## src/rtl/ptr_hazard_pkg.sv

```systemverilog
package ptr_hazard_pkg;
  localparam int ST_DEC  = 0;
  localparam int ST_ADR  = 1;
  localparam int ST_MEM  = 2;
  localparam int ST_EXE  = 3;
  localparam int ST_WB   = 4;
  localparam int NUM_ST  = ST_WB + 1;
  // stages whose pending write blocks a pointer read in ADDRESS
  localparam int NUM_CHK = ST_EXE - ST_MEM + 1;
endpackage

```

## src/rtl/ptr_hazard_pipe.sv

```systemverilog
module ptr_hazard_pipe
  import ptr_hazard_pkg::*;
#(
  parameter int IDX_W  = 4,
  parameter int DATA_W = 16
) (
  input  logic              clk,
  input  logic              rst,
  input  logic              hold,
  input  logic              in_valid,
  input  logic              in_we,
  input  logic [IDX_W-1:0]  in_dst,
  input  logic              in_ptr_use,
  input  logic [IDX_W-1:0]  in_ptr,
  input  logic              in_multi,
  input  logic [DATA_W-1:0] ex_result,
  output logic              a_valid,
  output logic              a_ptr_use,
  output logic [IDX_W-1:0]  a_ptr,
  output logic              a_multi,
  output logic              chk_valid [NUM_CHK],
  output logic              chk_we    [NUM_CHK],
  output logic [IDX_W-1:0]  chk_dst   [NUM_CHK],
  output logic              wb_valid,
  output logic              wb_we,
  output logic [IDX_W-1:0]  wb_dst,
  output logic [DATA_W-1:0] wb_res
);
  logic             sv   [NUM_ST];
  logic             swe  [NUM_ST];
  logic [IDX_W-1:0] sdst [NUM_ST];
  logic             d_pu, q_pu;
  logic [IDX_W-1:0] d_ptr, q_ptr;
  logic             d_mc, q_mc;

  always_ff @(posedge clk) begin
    if (rst) begin
      for (int i = 0; i < NUM_ST; i++) begin
        sv[i]   <= 1'b0;
        swe[i]  <= 1'b0;
        sdst[i] <= '0;
      end
      d_pu   <= 1'b0;
      q_pu   <= 1'b0;
      d_ptr  <= '0;
      q_ptr  <= '0;
      d_mc   <= 1'b0;
      q_mc   <= 1'b0;
      wb_res <= '0;
    end else begin
      if (!hold) begin
        sv[ST_DEC]   <= in_valid;
        swe[ST_DEC]  <= in_we;
        sdst[ST_DEC] <= in_dst;
        d_pu         <= in_ptr_use;
        d_ptr        <= in_ptr;
        d_mc         <= in_multi;
        sv[ST_ADR]   <= sv[ST_DEC];
        swe[ST_ADR]  <= swe[ST_DEC];
        sdst[ST_ADR] <= sdst[ST_DEC];
        q_pu         <= d_pu;
        q_ptr        <= d_ptr;
        q_mc         <= d_mc;
        sv[ST_MEM]   <= sv[ST_ADR];
        swe[ST_MEM]  <= swe[ST_ADR];
        sdst[ST_MEM] <= sdst[ST_ADR];
      end else begin
        sv[ST_MEM]   <= 1'b0;
        swe[ST_MEM]  <= 1'b0;
      end
      for (int i = ST_EXE; i < NUM_ST; i++) begin
        sv[i]   <= sv[i-1];
        swe[i]  <= swe[i-1];
        sdst[i] <= sdst[i-1];
      end
      if (sv[ST_EXE] && swe[ST_EXE])
        wb_res <= ex_result;
    end
  end

  assign a_valid   = sv[ST_ADR];
  assign a_ptr_use = q_pu;
  assign a_ptr     = q_ptr;
  assign a_multi   = q_mc;

  for (genvar g = 0; g < NUM_CHK; g++) begin : g_chk
    assign chk_valid[g] = sv[ST_MEM+g];
    assign chk_we[g]    = swe[ST_MEM+g];
    assign chk_dst[g]   = sdst[ST_MEM+g];
  end

  assign wb_valid = sv[ST_WB];
  assign wb_we    = swe[ST_WB];
  assign wb_dst   = sdst[ST_WB];
endmodule

```

## src/rtl/ptr_hazard_detect.sv

```systemverilog
module ptr_hazard_detect
  import ptr_hazard_pkg::*;
#(
  parameter int IDX_W = 4
) (
  input  logic             clk,
  input  logic             rst,
  input  logic             a_valid,
  input  logic             a_ptr_use,
  input  logic [IDX_W-1:0] a_ptr,
  input  logic             a_multi,
  input  logic             chk_valid [NUM_CHK],
  input  logic             chk_we    [NUM_CHK],
  input  logic [IDX_W-1:0] chk_dst   [NUM_CHK],
  output logic             hold
);
  logic [NUM_CHK-1:0] match;
  logic               ptr_hazard;
  logic               multi_hold;
  logic               multi_done;

  for (genvar g = 0; g < NUM_CHK; g++) begin : g_cmp
    assign match[g] = chk_valid[g] && chk_we[g] && (chk_dst[g] == a_ptr);
  end

  assign ptr_hazard = a_valid && a_ptr_use && (|match);
  assign multi_hold = a_valid && a_multi && !multi_done;
  assign hold       = ptr_hazard || multi_hold;

  always_ff @(posedge clk) begin
    if (rst)
      multi_done <= 1'b0;
    else if (!hold)
      multi_done <= 1'b0;
    else if (multi_hold)
      multi_done <= 1'b1;
  end
endmodule

```

## src/rtl/ptr_hazard_rf.sv

```systemverilog
module ptr_hazard_rf #(
  parameter int IDX_W  = 4,
  parameter int DATA_W = 16
) (
  input  logic              clk,
  input  logic              wr_en,
  input  logic [IDX_W-1:0]  wr_addr,
  input  logic [DATA_W-1:0] wr_data,
  input  logic [IDX_W-1:0]  rd_addr,
  output logic [DATA_W-1:0] rd_data
);
  localparam int DEPTH = 1 << IDX_W;

  logic [DATA_W-1:0] mem [DEPTH];

  always_ff @(posedge clk) begin
    if (wr_en)
      mem[wr_addr] <= wr_data;
  end

  assign rd_data = mem[rd_addr];
endmodule

```

## src/rtl/ptr_hazard_opsel.sv

```systemverilog
module ptr_hazard_opsel #(
  parameter int IDX_W  = 4,
  parameter int DATA_W = 16
) (
  input  logic              clk,
  input  logic              rst,
  input  logic              hold,
  input  logic              a_valid,
  input  logic              a_ptr_use,
  input  logic [IDX_W-1:0]  a_ptr,
  input  logic              wb_valid,
  input  logic              wb_we,
  input  logic [IDX_W-1:0]  wb_dst,
  input  logic [DATA_W-1:0] wb_res,
  input  logic [DATA_W-1:0] rf_data,
  output logic              ptr_valid,
  output logic [DATA_W-1:0] ptr_val,
  output logic              ptr_fwd,
  output logic              mem_bubble
);
  logic              sel_fwd;
  logic              issue;
  logic [DATA_W-1:0] operand;

  always_comb begin
    sel_fwd = wb_valid && wb_we && (wb_dst == a_ptr);
    operand = sel_fwd ? wb_res : rf_data;
    issue   = a_valid && a_ptr_use && !hold;
  end

  always_ff @(posedge clk) begin
    if (rst) begin
      ptr_valid  <= 1'b0;
      ptr_val    <= '0;
      ptr_fwd    <= 1'b0;
      mem_bubble <= 1'b0;
    end else begin
      ptr_valid  <= issue;
      mem_bubble <= hold;
      if (issue) begin
        ptr_val <= operand;
        ptr_fwd <= sel_fwd;
      end
    end
  end
endmodule

```

## src/rtl/ptr_hazard_unit.sv

```systemverilog
module ptr_hazard_unit
  import ptr_hazard_pkg::*;
#(
  parameter int IDX_W  = 4,
  parameter int DATA_W = 16
) (
  input  logic              clk,
  input  logic              rst,
  input  logic              in_valid,
  input  logic              in_we,
  input  logic [IDX_W-1:0]  in_dst,
  input  logic              in_ptr_use,
  input  logic [IDX_W-1:0]  in_ptr,
  input  logic              in_multi,
  input  logic [DATA_W-1:0] ex_result,
  output logic              stall,
  output logic              mem_bubble,
  output logic              ex_wr,
  output logic [IDX_W-1:0]  ex_wdst,
  output logic              ptr_valid,
  output logic [DATA_W-1:0] ptr_val,
  output logic              ptr_fwd
);
  localparam int EX_SLOT = ST_EXE - ST_MEM;

  logic              hold;
  logic              a_valid, a_ptr_use, a_multi;
  logic [IDX_W-1:0]  a_ptr;
  logic              chk_valid [NUM_CHK];
  logic              chk_we    [NUM_CHK];
  logic [IDX_W-1:0]  chk_dst   [NUM_CHK];
  logic              wb_valid, wb_we;
  logic [IDX_W-1:0]  wb_dst;
  logic [DATA_W-1:0] wb_res;
  logic [DATA_W-1:0] rf_data;

  ptr_hazard_pipe #(.IDX_W(IDX_W), .DATA_W(DATA_W)) u_pipe (
    .clk(clk), .rst(rst), .hold(hold),
    .in_valid(in_valid), .in_we(in_we), .in_dst(in_dst),
    .in_ptr_use(in_ptr_use), .in_ptr(in_ptr), .in_multi(in_multi),
    .ex_result(ex_result),
    .a_valid(a_valid), .a_ptr_use(a_ptr_use), .a_ptr(a_ptr), .a_multi(a_multi),
    .chk_valid(chk_valid), .chk_we(chk_we), .chk_dst(chk_dst),
    .wb_valid(wb_valid), .wb_we(wb_we), .wb_dst(wb_dst), .wb_res(wb_res)
  );

  ptr_hazard_detect #(.IDX_W(IDX_W)) u_detect (
    .clk(clk), .rst(rst),
    .a_valid(a_valid), .a_ptr_use(a_ptr_use), .a_ptr(a_ptr), .a_multi(a_multi),
    .chk_valid(chk_valid), .chk_we(chk_we), .chk_dst(chk_dst),
    .hold(hold)
  );

  ptr_hazard_rf #(.IDX_W(IDX_W), .DATA_W(DATA_W)) u_rf (
    .clk(clk), .wr_en(wb_valid && wb_we), .wr_addr(wb_dst), .wr_data(wb_res),
    .rd_addr(a_ptr), .rd_data(rf_data)
  );

  ptr_hazard_opsel #(.IDX_W(IDX_W), .DATA_W(DATA_W)) u_opsel (
    .clk(clk), .rst(rst), .hold(hold),
    .a_valid(a_valid), .a_ptr_use(a_ptr_use), .a_ptr(a_ptr),
    .wb_valid(wb_valid), .wb_we(wb_we), .wb_dst(wb_dst), .wb_res(wb_res),
    .rf_data(rf_data),
    .ptr_valid(ptr_valid), .ptr_val(ptr_val), .ptr_fwd(ptr_fwd),
    .mem_bubble(mem_bubble)
  );

  assign stall   = hold;
  assign ex_wr   = chk_valid[EX_SLOT] && chk_we[EX_SLOT];
  assign ex_wdst = chk_dst[EX_SLOT];
endmodule

```

## config.mk

```make
export PLATFORM = sky130hd
export DESIGN_NAME = ptr_hazard_unit
export DESIGN_NICKNAME = d
export VERILOG_FILES = /design/src/rtl/ptr_hazard_pkg.sv /design/src/rtl/ptr_hazard_pipe.sv /design/src/rtl/ptr_hazard_detect.sv /design/src/rtl/ptr_hazard_rf.sv /design/src/rtl/ptr_hazard_opsel.sv /design/src/rtl/ptr_hazard_unit.sv
export SDC_FILE = /design/constraint.sdc
export NUM_CORES = 1
export LEC_CHECK = 0
export ABC_AREA = 1
export BUFFER_PORTS_ARGS = -buffer_cell sky130_fd_sc_hd__buf_2
export CAP_MARGIN = 20
export CORE_MARGIN = 2
export CORE_UTILIZATION = 45
export DETAILED_ROUTE_END_ITERATION = 12
export PLACE_DENSITY = 0.75
export SLEW_MARGIN = 0
export SYNTH_ARGS = -nofsm -noshare
export SYNTH_HDL_FRONTEND = slang
export SYNTH_SLANG_ARGS = --single-unit
```

## constraint.sdc

```tcl
create_clock -name clk -period 1.6 [get_ports clk]
set_input_delay 0 -clock clk [delete_from_list [all_inputs] [get_ports clk]]
set_output_delay 0 -clock clk [all_outputs]
set_load 0.1 [all_outputs]
```

==> flow_summary.toml, run 1 <==
[outcome]
status = "complete, but fails checks"
violations = "negative setup slack"

[synth]
synth_seq_cells = 334
async_flop_share = 0
synthMostInstantiatedCell = "nor2_1"
synth_top_area_share = 0.638
synth_area_per_cell_sq_um = 10.9
yosys_warnings = 0
synth-edff-count = 286
yosysTopAreaCell = "edfxtp_1"
synth_area_leaders = "edfxtp_1 64%, nor2_1 9.5%, dfxtp_1 7.1%"
synth_ff_type = "edfxtp_1"
yosys-top-cells-count = "342 x nor2_1, 286 x edfxtp_1, 149 x nand2_1"
yosysSeqAreaShare = 0.709
yosysUniqueCellTypes = 28
synth_area_sq_mm = 0.0135
syn-instance-count = 1231

[detailed_routing]
viasPerCell = 5.54
drtIter0Drc = 1127
avgRoutedWirePerCell_um = 20.6
drt-total-wl_mm = 38.3
drc = 0
drt_first_pass_iters = 5
num_vias = 10300
postRouteAntennaNets = 0

[critical_path]
worstPathArrival_ps = 1850
path_delay_family = "simple AND/OR/NAND/NOR gates"
slowest_stage = "edfxtp_1"
max_stage_delay_ps = 410
cp.buffers_inverters = 2
cp_max_fo = 2
worstSetupPathType = "register to output port"
cp.required_ps = 1600
r2r_setup_slack_ps = -220
end_kind = "output port"
crit_chain = "nand2_1 > o21ai_1 > nor2_1 > nand3_2 > nand2_2 > nand2_4 > nand2_8 > buf_6 > buf_12"
worst_setup_path_start_kind = "register"

[place]
port_buffers = 54
dp_hpwl_mm = 21.0
placed_area_sq_mm = 0.0150
place_inst = 1729
globalplace.congestion = 0.911
place_ws_ps = -137

[floorplanning]
die_x_um = 177
die_area_sq_mm = 0.0313
top_level_ports = 55
core_area_sq_mm = 0.0296
row_count = 63
die_h_um = 177
start_util = 0.455

[timing]
worst_pin_slew_ps = 806
fmax_mhz = 542
hold_violations = 0
slew_headroom = 0.462
fin_skew_ps = 20.7
rsz0062_at_grt = "true"
finalSetupViolCount = 55
finalCritPeriodShare = 1.15
finalMaxSlewViolations = 0
timing.final.ws_setup_ps = -246
period_minus_slack_ps = 1850

[power]
p_sw_frac = 0.225
power_density_mw_per_mm2 = 1070
comb_power_share = 0.076
p_seq_frac = 0.510
totalPowerFinal_w = 0.0189
vdd_drop_max_mv = 1.19
clock_power_share = 0.415
p_switching_w = 0.00425
power.leakage_nw = 6.77
p_int_w = 0.0147

[cts]
clockBufferDepth = 3
htreeDepth = 2
clkSinkCount = 334
cts_buffers = 35
cts_tree = "done"
cts_root_buf = "clkbuf_16"
clk_latency_ps = 510
path_clk_slew_ps = 60

[global_routing]
grt.overflow.total = 0
antenna_found_initial = 0
grt_pass1_wl_mm = 52.1
grt_max_degree = 47
track_usage = 0.218
grt_pass1_vias = 9678

[run]
cap_violations = 0

[layout]
drive_gt1_frac = 0.296
post-route-util = 0.599
fin_area_sq_mm = 0.0177
num_antenna_cells = 0
syn_to_final_growth_pct = 31.6
layout.cells.non_filler = 1856
nNetsFinal = 1471

[hold_path]
hold_path_class = "input pin to register"
## final timing paths
kind,from,cells after the start,endpoint
worst max-delay path,u_pipe.sdst[0][11],9,stall
worst min-delay path,rst,3,u_opsel.ptr_val[11]
worst max register to register,u_pipe.a_ptr[0],9,u_opsel.ptr_val[8]
worst min register to register,u_pipe.a_ptr_use,2,u_pipe.a_ptr_use
## metal layers
metal  vias up  global-route usage  part of all wire
li1       4607                   -                 -
met1      4986               0.272              0.37
met2       564               0.373              0.50
met3       125              0.0367             0.088
met4         0              0.0937             0.041
met5         -                   0                 0
## cell type report
type	instances	area, sq um
Clock buffer	49	968
Clock inverter	13	139
Fill cell	2137	11800
Inverter	46	193
Multi-Input combinational cell	792	4080
Sequential cell	334	9560
Tap cell	390	488
Timing Repair Buffer	232	2290
## registers in the layout, indices dropped and copies added (netlist names), 4 cells and up
name             flops
u_pipe.a_ptr         4
u_pipe.wb_res       16
u_rf.mem           256
u_pipe.d_ptr         4
u_pipe.sdst         20
u_pipe.swe           5
u_pipe.sv            5
u_opsel.ptr_val     16
## per-stage QoR
step / setup TNS (ps) / hold WS [ps]
floorplan: -31490 / 110
global placement: -334 / 195
detailed placement: -2130 / 198
CTS: -2430 / 83.1
global route: -12800 / 142
finish: -6030 / 111
## placed cells by master (no fill, tap or decap), types with 6 or more instances in the layout
cell type and n:
edfxtp_1 286, nor2_1 260, nand2_1 125, o21ai_0 99, buf_4 96, nand3_1 80
nor2_2 61, buf_2 52, clkbuf_16 47, dfxtp_1 44, nand3_2 39, inv_1 38
o21ai_1 35, dlygate4sd3_1 28, buf_12 26, nand2_2 24, nor2_4 24, buf_6 16
conb_1 14, clkbuf_1 10, a21oi_2 9, a21oi_1 9, clkinv_2 6
## what timing repair did
action,CTS,global route
endpoints found under the setup margin,49,176
setup buffers,13,11
pin swaps,61,76
cloned,1,12
hold endpoints to repair,28,0
resized for setup,78,174
hold buffers,28,0
## worst min-delay path: stages
cell and delay, ps:
buf_2 110, buf_4 290, a21oi_2 160
## kinds of logic (layout without fill, tap and decap cells)
kind of cell | count (synthesis) | in the layout | synth area share
XOR/XNOR | 2 | 2 | 0.00130
other | 1 | 14 | 0.000279
flip-flops | 334 | 334 | 0.709
AO/OA/AOI/OAI | 156 | 156 | 0.0582
buffers and inverters | 119 | 340 | 0.0425
AND/OR/NAND/NOR | 619 | 620 | 0.188
## power groups by stage
| stage | Combinational, W | Sequential, W | Clock (W) |
|---|---|---|---|
| after detailed placement | 0.00110 | 0.00981 | 0 |
| final | 0.00144 | 0.00965 | 0.00785 |
| after CTS | 0.00123 | 0.00963 | 0.00785 |
| after global routing | 0.00153 | 0.00965 | 0.00820 |
| after global placement | 0.00107 | 0.00981 | 0 |
| after floorplan | 0.000600 | 0.00986 | 0 |
Note: power is estimated with default switching activity, not from simulation.
==> run 2: changes to the inputs <==
- PLACE_DENSITY: 0.75 -> 0.72
- clock period: 1.6 -> 1.9 ns (I/O delays scaled with it)
==> run 2 against run 1 <==
The flow now finishes without violations; highest routed layer unchanged; largest power group unchanged; combinational power is 40% lower; die area unchanged; setup slack improved by 320 ps; hold slack worse by 52 ps.
==> flow_summary.toml, run 2 (synthesized netlist as in run 1, its figures left out) <==
[timing]
holdWs_ps = 58.7
hold_violations = 0
timing.final.ws_setup_ps = 73.4
worst_pin_slew_ps = 715
finalSetupViolCount = 0
slew_headroom = 0.523
period_minus_slack_ps = 1830
finalCritPeriodShare = 0.961
finalMaxSlewViolations = 0
fmax_mhz = 547
fin_skew_ps = 15.5

[layout]
post-route-util = 0.537
largest_reg_flops = 256
num_antenna_cells = 0
final_common_cell = "nor2_1"
syn_to_final_growth_pct = 18.0
layout.cells.non_filler = 1772
largestRegisters = "u_rf.mem x256, u_pipe.sdst x20"
drive_gt1_frac = 0.141
fin_area_sq_mm = 0.0159
nNetsFinal = 1387
regMostFlops = "u_rf.mem"
mostFrequentLayoutCells = "341 x nor2_1, 286 x edfxtp_1, 149 x nand2_1"

[floorplanning]
die_area_sq_mm = 0.0313
die_h_um = 177
die_x_um = 177
top_level_ports = 55
core_area_sq_mm = 0.0296
start_util = 0.455
row_count = 63

[power]
power_density_mw_per_mm2 = 971
power.leakage_nw = 6.03
vdd_drop_max_mv = 0.729

[critical_path]
end_kind = "output port"
worstPathArrival_ps = 1830
path_delay_family = "simple AND/OR/NAND/NOR gates"
max_stage_delay_ps = 360
cp_max_fo = 4
cp.buffers_inverters = 2
slowest_stage = "dfxtp_4"
worst_setup_path_start_kind = "register"
cp.required_ps = 1900
worstSetupPathType = "register to output port"
crit_chain = "buf_4 > o21ai_0 > nor2_2 > nand3_2 > nand2_1 > nand2_2 > nand2_4 > buf_12"

[cts]
cts_tree = "done"
cts_buffers = 34
clockBufferDepth = 3
path_clk_slew_ps = 60
htreeDepth = 2
clkSinkCount = 334
clk_latency_ps = 510
cts_root_buf = "clkbuf_16"

[detailed_routing]
drt_first_pass_iters = 5
drtIter0Drc = 999
drc = 0
num_vias = 9418
viasPerCell = 5.31
postRouteAntennaNets = 0
avgRoutedWirePerCell_um = 18.3
drt-total-wl_mm = 32.5

[run]
cap_violations = 0

[place]
dp_hpwl_mm = 19.5
port_buffers = 54
placed_area_sq_mm = 0.0145
place_ws_ps = 209
globalplace.congestion = 0.841
place_inst = 1681

[global_routing]
grt_pass1_vias = 9083
track_usage = 0.208
grt_pass1_wl_mm = 49.7
grt.overflow.total = 0
grt_max_degree = 74
antenna_found_initial = 0

[hold_path]
hold_path_class = "input pin to register"

[outcome]
status = "complete, no violations"
## run 2: final cells by class
cell class	count	area, sq um
clock inverter	15	105
sequential	334	9560
timing repair buffer	150	1190
clock buffer	46	967
fill	2450	13700
multi-input combinational	791	3390
inverter	46	180
tap	390	488
## run 2: worst paths after layout
path,from,endpoint,slack (ps),cells past startpoint
worst max register to register,u_pipe.a_ptr[1],u_pipe.d_pu,130,11
worst min-delay path,rst,u_pipe.wb_res[6],60,4
worst min register to register,u_pipe.a_ptr_use,u_pipe.a_ptr_use,450,2
worst max-delay path,u_pipe.a_ptr[1],stall,70,8
## run 2: repair_timing
action / in CTS / in global routing
setup endpoints to repair: 0 / 8
endpoints found under the hold margin: 28 / 0
gates resized for setup: 0 / 4
buffers inserted: 0 / 2
hold buffers: 28 / 0
## run 2: power by group
part / switching, W / internal (W)
Combinational: 0.000581 / 0.000290
Sequential: 0.0000953 / 0.00805
Clock: 0.00269 / 0.00372
Total: 0.00336 / 0.0121
## run 2: worst register-to-register path, delay by kind of cell (launching register included)
kind,cells,cell delay [ps]
AND/OR/NAND/NOR,8,780
AO/OA/AOI/OAI,1,260
buffers and inverters,2,290
flip-flops,1,360
## run 2: metal layers
layer / global-route usage / up-vias / share of wire / wire [um]
met5: 0 / - / 0 / 0
met4: 0.0926 / 0 / 0.038 / 1240
met3: 0.0354 / 94 / 0.075 / 2440
met2: 0.346 / 397 / 0.49 / 15800
met1: 0.268 / 4502 / 0.40 / 13000
li1: - / 4425 / - / -
## run 2: stage by stage
step | setup TNS, ps | total power [W]
floorplan | 0 | 0.00881
global placement | 0 | 0.00908
detailed placement | 0 | 0.00910
CTS | 0 | 0.0155
global route | -18.7 | 0.0158
finish | 0 | 0.0154
==> run 3: changes to the inputs <==
- PLACE_DENSITY: 0.72 -> 0.71
- SYNTH_HIERARCHICAL: not set -> 1
==> run 3 against run 2 <==
Core utilization rose by 0.11 points; critical path depth up 1; critical path type unchanged; total power up 3.1%; area after synthesis is 9.5% higher; first-iteration DRC count is 9.2% higher; via count up 15%; sequential cell count unchanged; setup slack improved by 13 ps; critical endpoint unchanged; highest routed layer unchanged; clock power rose by 4.7%; sequential power barely moved; fmax rose by 0.73%; non-clock buffer count is 13 higher.
==> flow_summary.toml, run 3 <==
[layout]
fin_area_sq_mm = 0.0174
nNetsFinal = 1703
largest_reg_flops = 256
drive_gt1_frac = 0.127
num_antenna_cells = 0
mostFrequentLayoutCells = "442 x nand2_1, 286 x edfxtp_1, 276 x inv_1"
final_common_cell = "nand2_1"
largestRegisters = "u_rf/mem x256, u_pipe/sdst x20"
syn_to_final_growth_pct = 18.3
regMostFlops = "u_rf/mem"

[timing]
fmax_mhz = 551
fin_skew_ps = 10.1
finalCritPeriodShare = 0.954
hold_violations = 0
holdWs_ps = 225
finalSetupTns_ps = 0
slew_headroom = 0.489
finalMaxSlewViolations = 0
worst_pin_slew_ps = 765
period_minus_slack_ps = 1810
finalSetupViolCount = 0

[outcome]
status = "complete, no violations"

[cts]
cts_root_buf = "clkbuf_16"
clkSinkCount = 334
path_clk_slew_ps = 60
htreeDepth = 2
clockBufferDepth = 3
cts_tree = "done"
clk_latency_ps = 510
cts_buffers = 36

[synth]
syn-instance-count = 1547
synth_area_per_cell_sq_um = 9.52
yosys-top-cells-count = "445 x nand2_1, 286 x edfxtp_1, 276 x inv_1"
yosysTopAreaCell = "edfxtp_1"
synth_area_leaders = "edfxtp_1 58%, nand2_1 11%, nand3_1 7.7%"
synth_area_sq_mm = 0.0147
async_flop_share = 0
yosysSeqAreaShare = 0.648
synth_ff_type = "edfxtp_1"
synthMostInstantiatedCell = "nand2_1"
yosysUniqueCellTypes = 25
synth_top_area_share = 0.583
synth-edff-count = 286
yosys_warnings = 6
synth_seq_cells = 334

[place]
placed_area_sq_mm = 0.0158
dp_hpwl_mm = 21.4
globalplace.congestion = 0.870
port_buffers = 54

[detailed_routing]
viasPerCell = 5.05
drc = 0
avgRoutedWirePerCell_um = 17.3
postRouteAntennaNets = 0
num_vias = 10800
drtIter0Drc = 1091
drt_first_pass_iters = 5
drt-total-wl_mm = 37.0

[power]
power_density_mw_per_mm2 = 912
power.leakage_nw = 7.75
vdd_drop_max_mv = 0.561
totalPowerFinal_w = 0.0159

[critical_path]
slowest_stage = "edfxtp_1"
end_kind = "output port"
worstPathArrival_ps = 1810
cp_max_fo = 3
cp.required_ps = 1900
crit_chain = "nand2_4 > nand2_2 > nor2_2 > nand3_1 > nand2_1 > nand2_2 > nand2_8 > buf_12 > buf_12"
worstSetupPathType = "register to output port"
worst_setup_path_start_kind = "register"
max_stage_delay_ps = 460

[floorplanning]
core_area_sq_mm = 0.0324
row_count = 66
die_h_um = 185
start_util = 0.455
die_area_sq_mm = 0.0342
top_level_ports = 55
die_x_um = 185

[global_routing]
grt_pass1_vias = 10500
track_usage = 0.217
grt_pass1_wl_mm = 56.5
grt_max_degree = 74
antenna_found_initial = 0
grt.overflow.total = 0

[hold_path]
hold_path_class = "input pin to register"

[run]
cap_violations = 0
==> run 3: cell count changes after synthesis, sizes merged, moves of 2 or more <==
cell	before	now
nor2	345	125
nand2	153	447
clkbuf	24	14
nand3	120	228
inv	45	284
nand3b	0	2
o21ai	136	19
buf	49	74
==> run 3: logic make-up (layout without fill, tap and decap cells) <==
group | Yosys count | in the layout | synth area share
and+or+nand+nor | 802 | 802 | 0.227
buffers and inverters | 372 | 510 | 0.111
AOI/OAI and AO/OA | 38 | 38 | 0.0136
DFF | 334 | 334 | 0.648
other | 1 | 14 | 0.000255
==> run 3: what timing repair did <==
action,in CTS,in global routing
gates cloned,0,4
hold buffers,29,0
setup buffers,5,1
endpoints found under the setup margin,1,28
gates resized for setup,3,18
endpoints found under the hold margin,32,0
pin swaps,0,5
==> run 3: area by class of cell <==
cell class / instances / area, sq um
Clock buffer: 46 / 990
Clock inverter: 17 / 141
Tap cell: 442 / 553
Inverter: 284 / 1070
Timing Repair Buffer: 163 / 1470
Fill cell: 2788 / 14900
Sequential cell: 334 / 9550
Multi-Input combinational cell: 854 / 3640
==> run 3: final timing paths <==
path                                          from              end  slack [ps]  cells after the start
worst max-delay path            u_pipe/sdst[0][10]            stall          90                      9
worst min-delay path                     in_ptr[0]  u_pipe/d_ptr[0]         230                      4
worst max register to register  u_pipe/sdst[0][10]  u_pipe/sv[0][1]         100                      9
worst min register to register     u_pipe/d_ptr[0]  u_pipe/a_ptr[0]         460                      2
==> run 3: worst max-delay path: cells and delay by family, from the launching register on <==
family / cells / cell delay (ps)
AND/OR/NAND/NOR: 7 / 570
buffers and inverters: 2 / 270
flip-flops: 1 / 460
==> run 3: per-layer routing <==
metal	vias up	track usage	part of all wire
met1	5108	0.283	0.39
met3	101	0.0311	0.083
li1	5112	-	-
met4	0	0.0889	0.035
met2	495	0.364	0.49
met5	-	0	0
==> run 3: stage by stage <==
| step | utilization | worst slack, ps | cells |
|---|---|---|---|
| 2_1_floorplan | - | -1.70 | 1560 |
| 4_1_cts | 0.533 | 56.3 | 2135 |
| 3_3_place_gp | 0.488 | 99.1 | 2038 |
| 6_report | 0.538 | 86.7 | 2140 |
| 5_1_grt | 0.538 | -17.9 | 2140 |
| 3_5_place_dp | 0.488 | 87.6 | 2038 |
==> run 3: report_power, final <==
| group | leakage, nW | switching, W | total, W | internal, W |
|---|---|---|---|---|
| Combinational | 4.08 | 0.000702 | 0.00105 | 0.000351 |
| Sequential | 3.11 | 0.0000926 | 0.00814 | 0.00805 |
| Clock | 0.554 | 0.00274 | 0.00670 | 0.00395 |
| Total | 7.75 | 0.00354 | 0.0159 | 0.0123 |
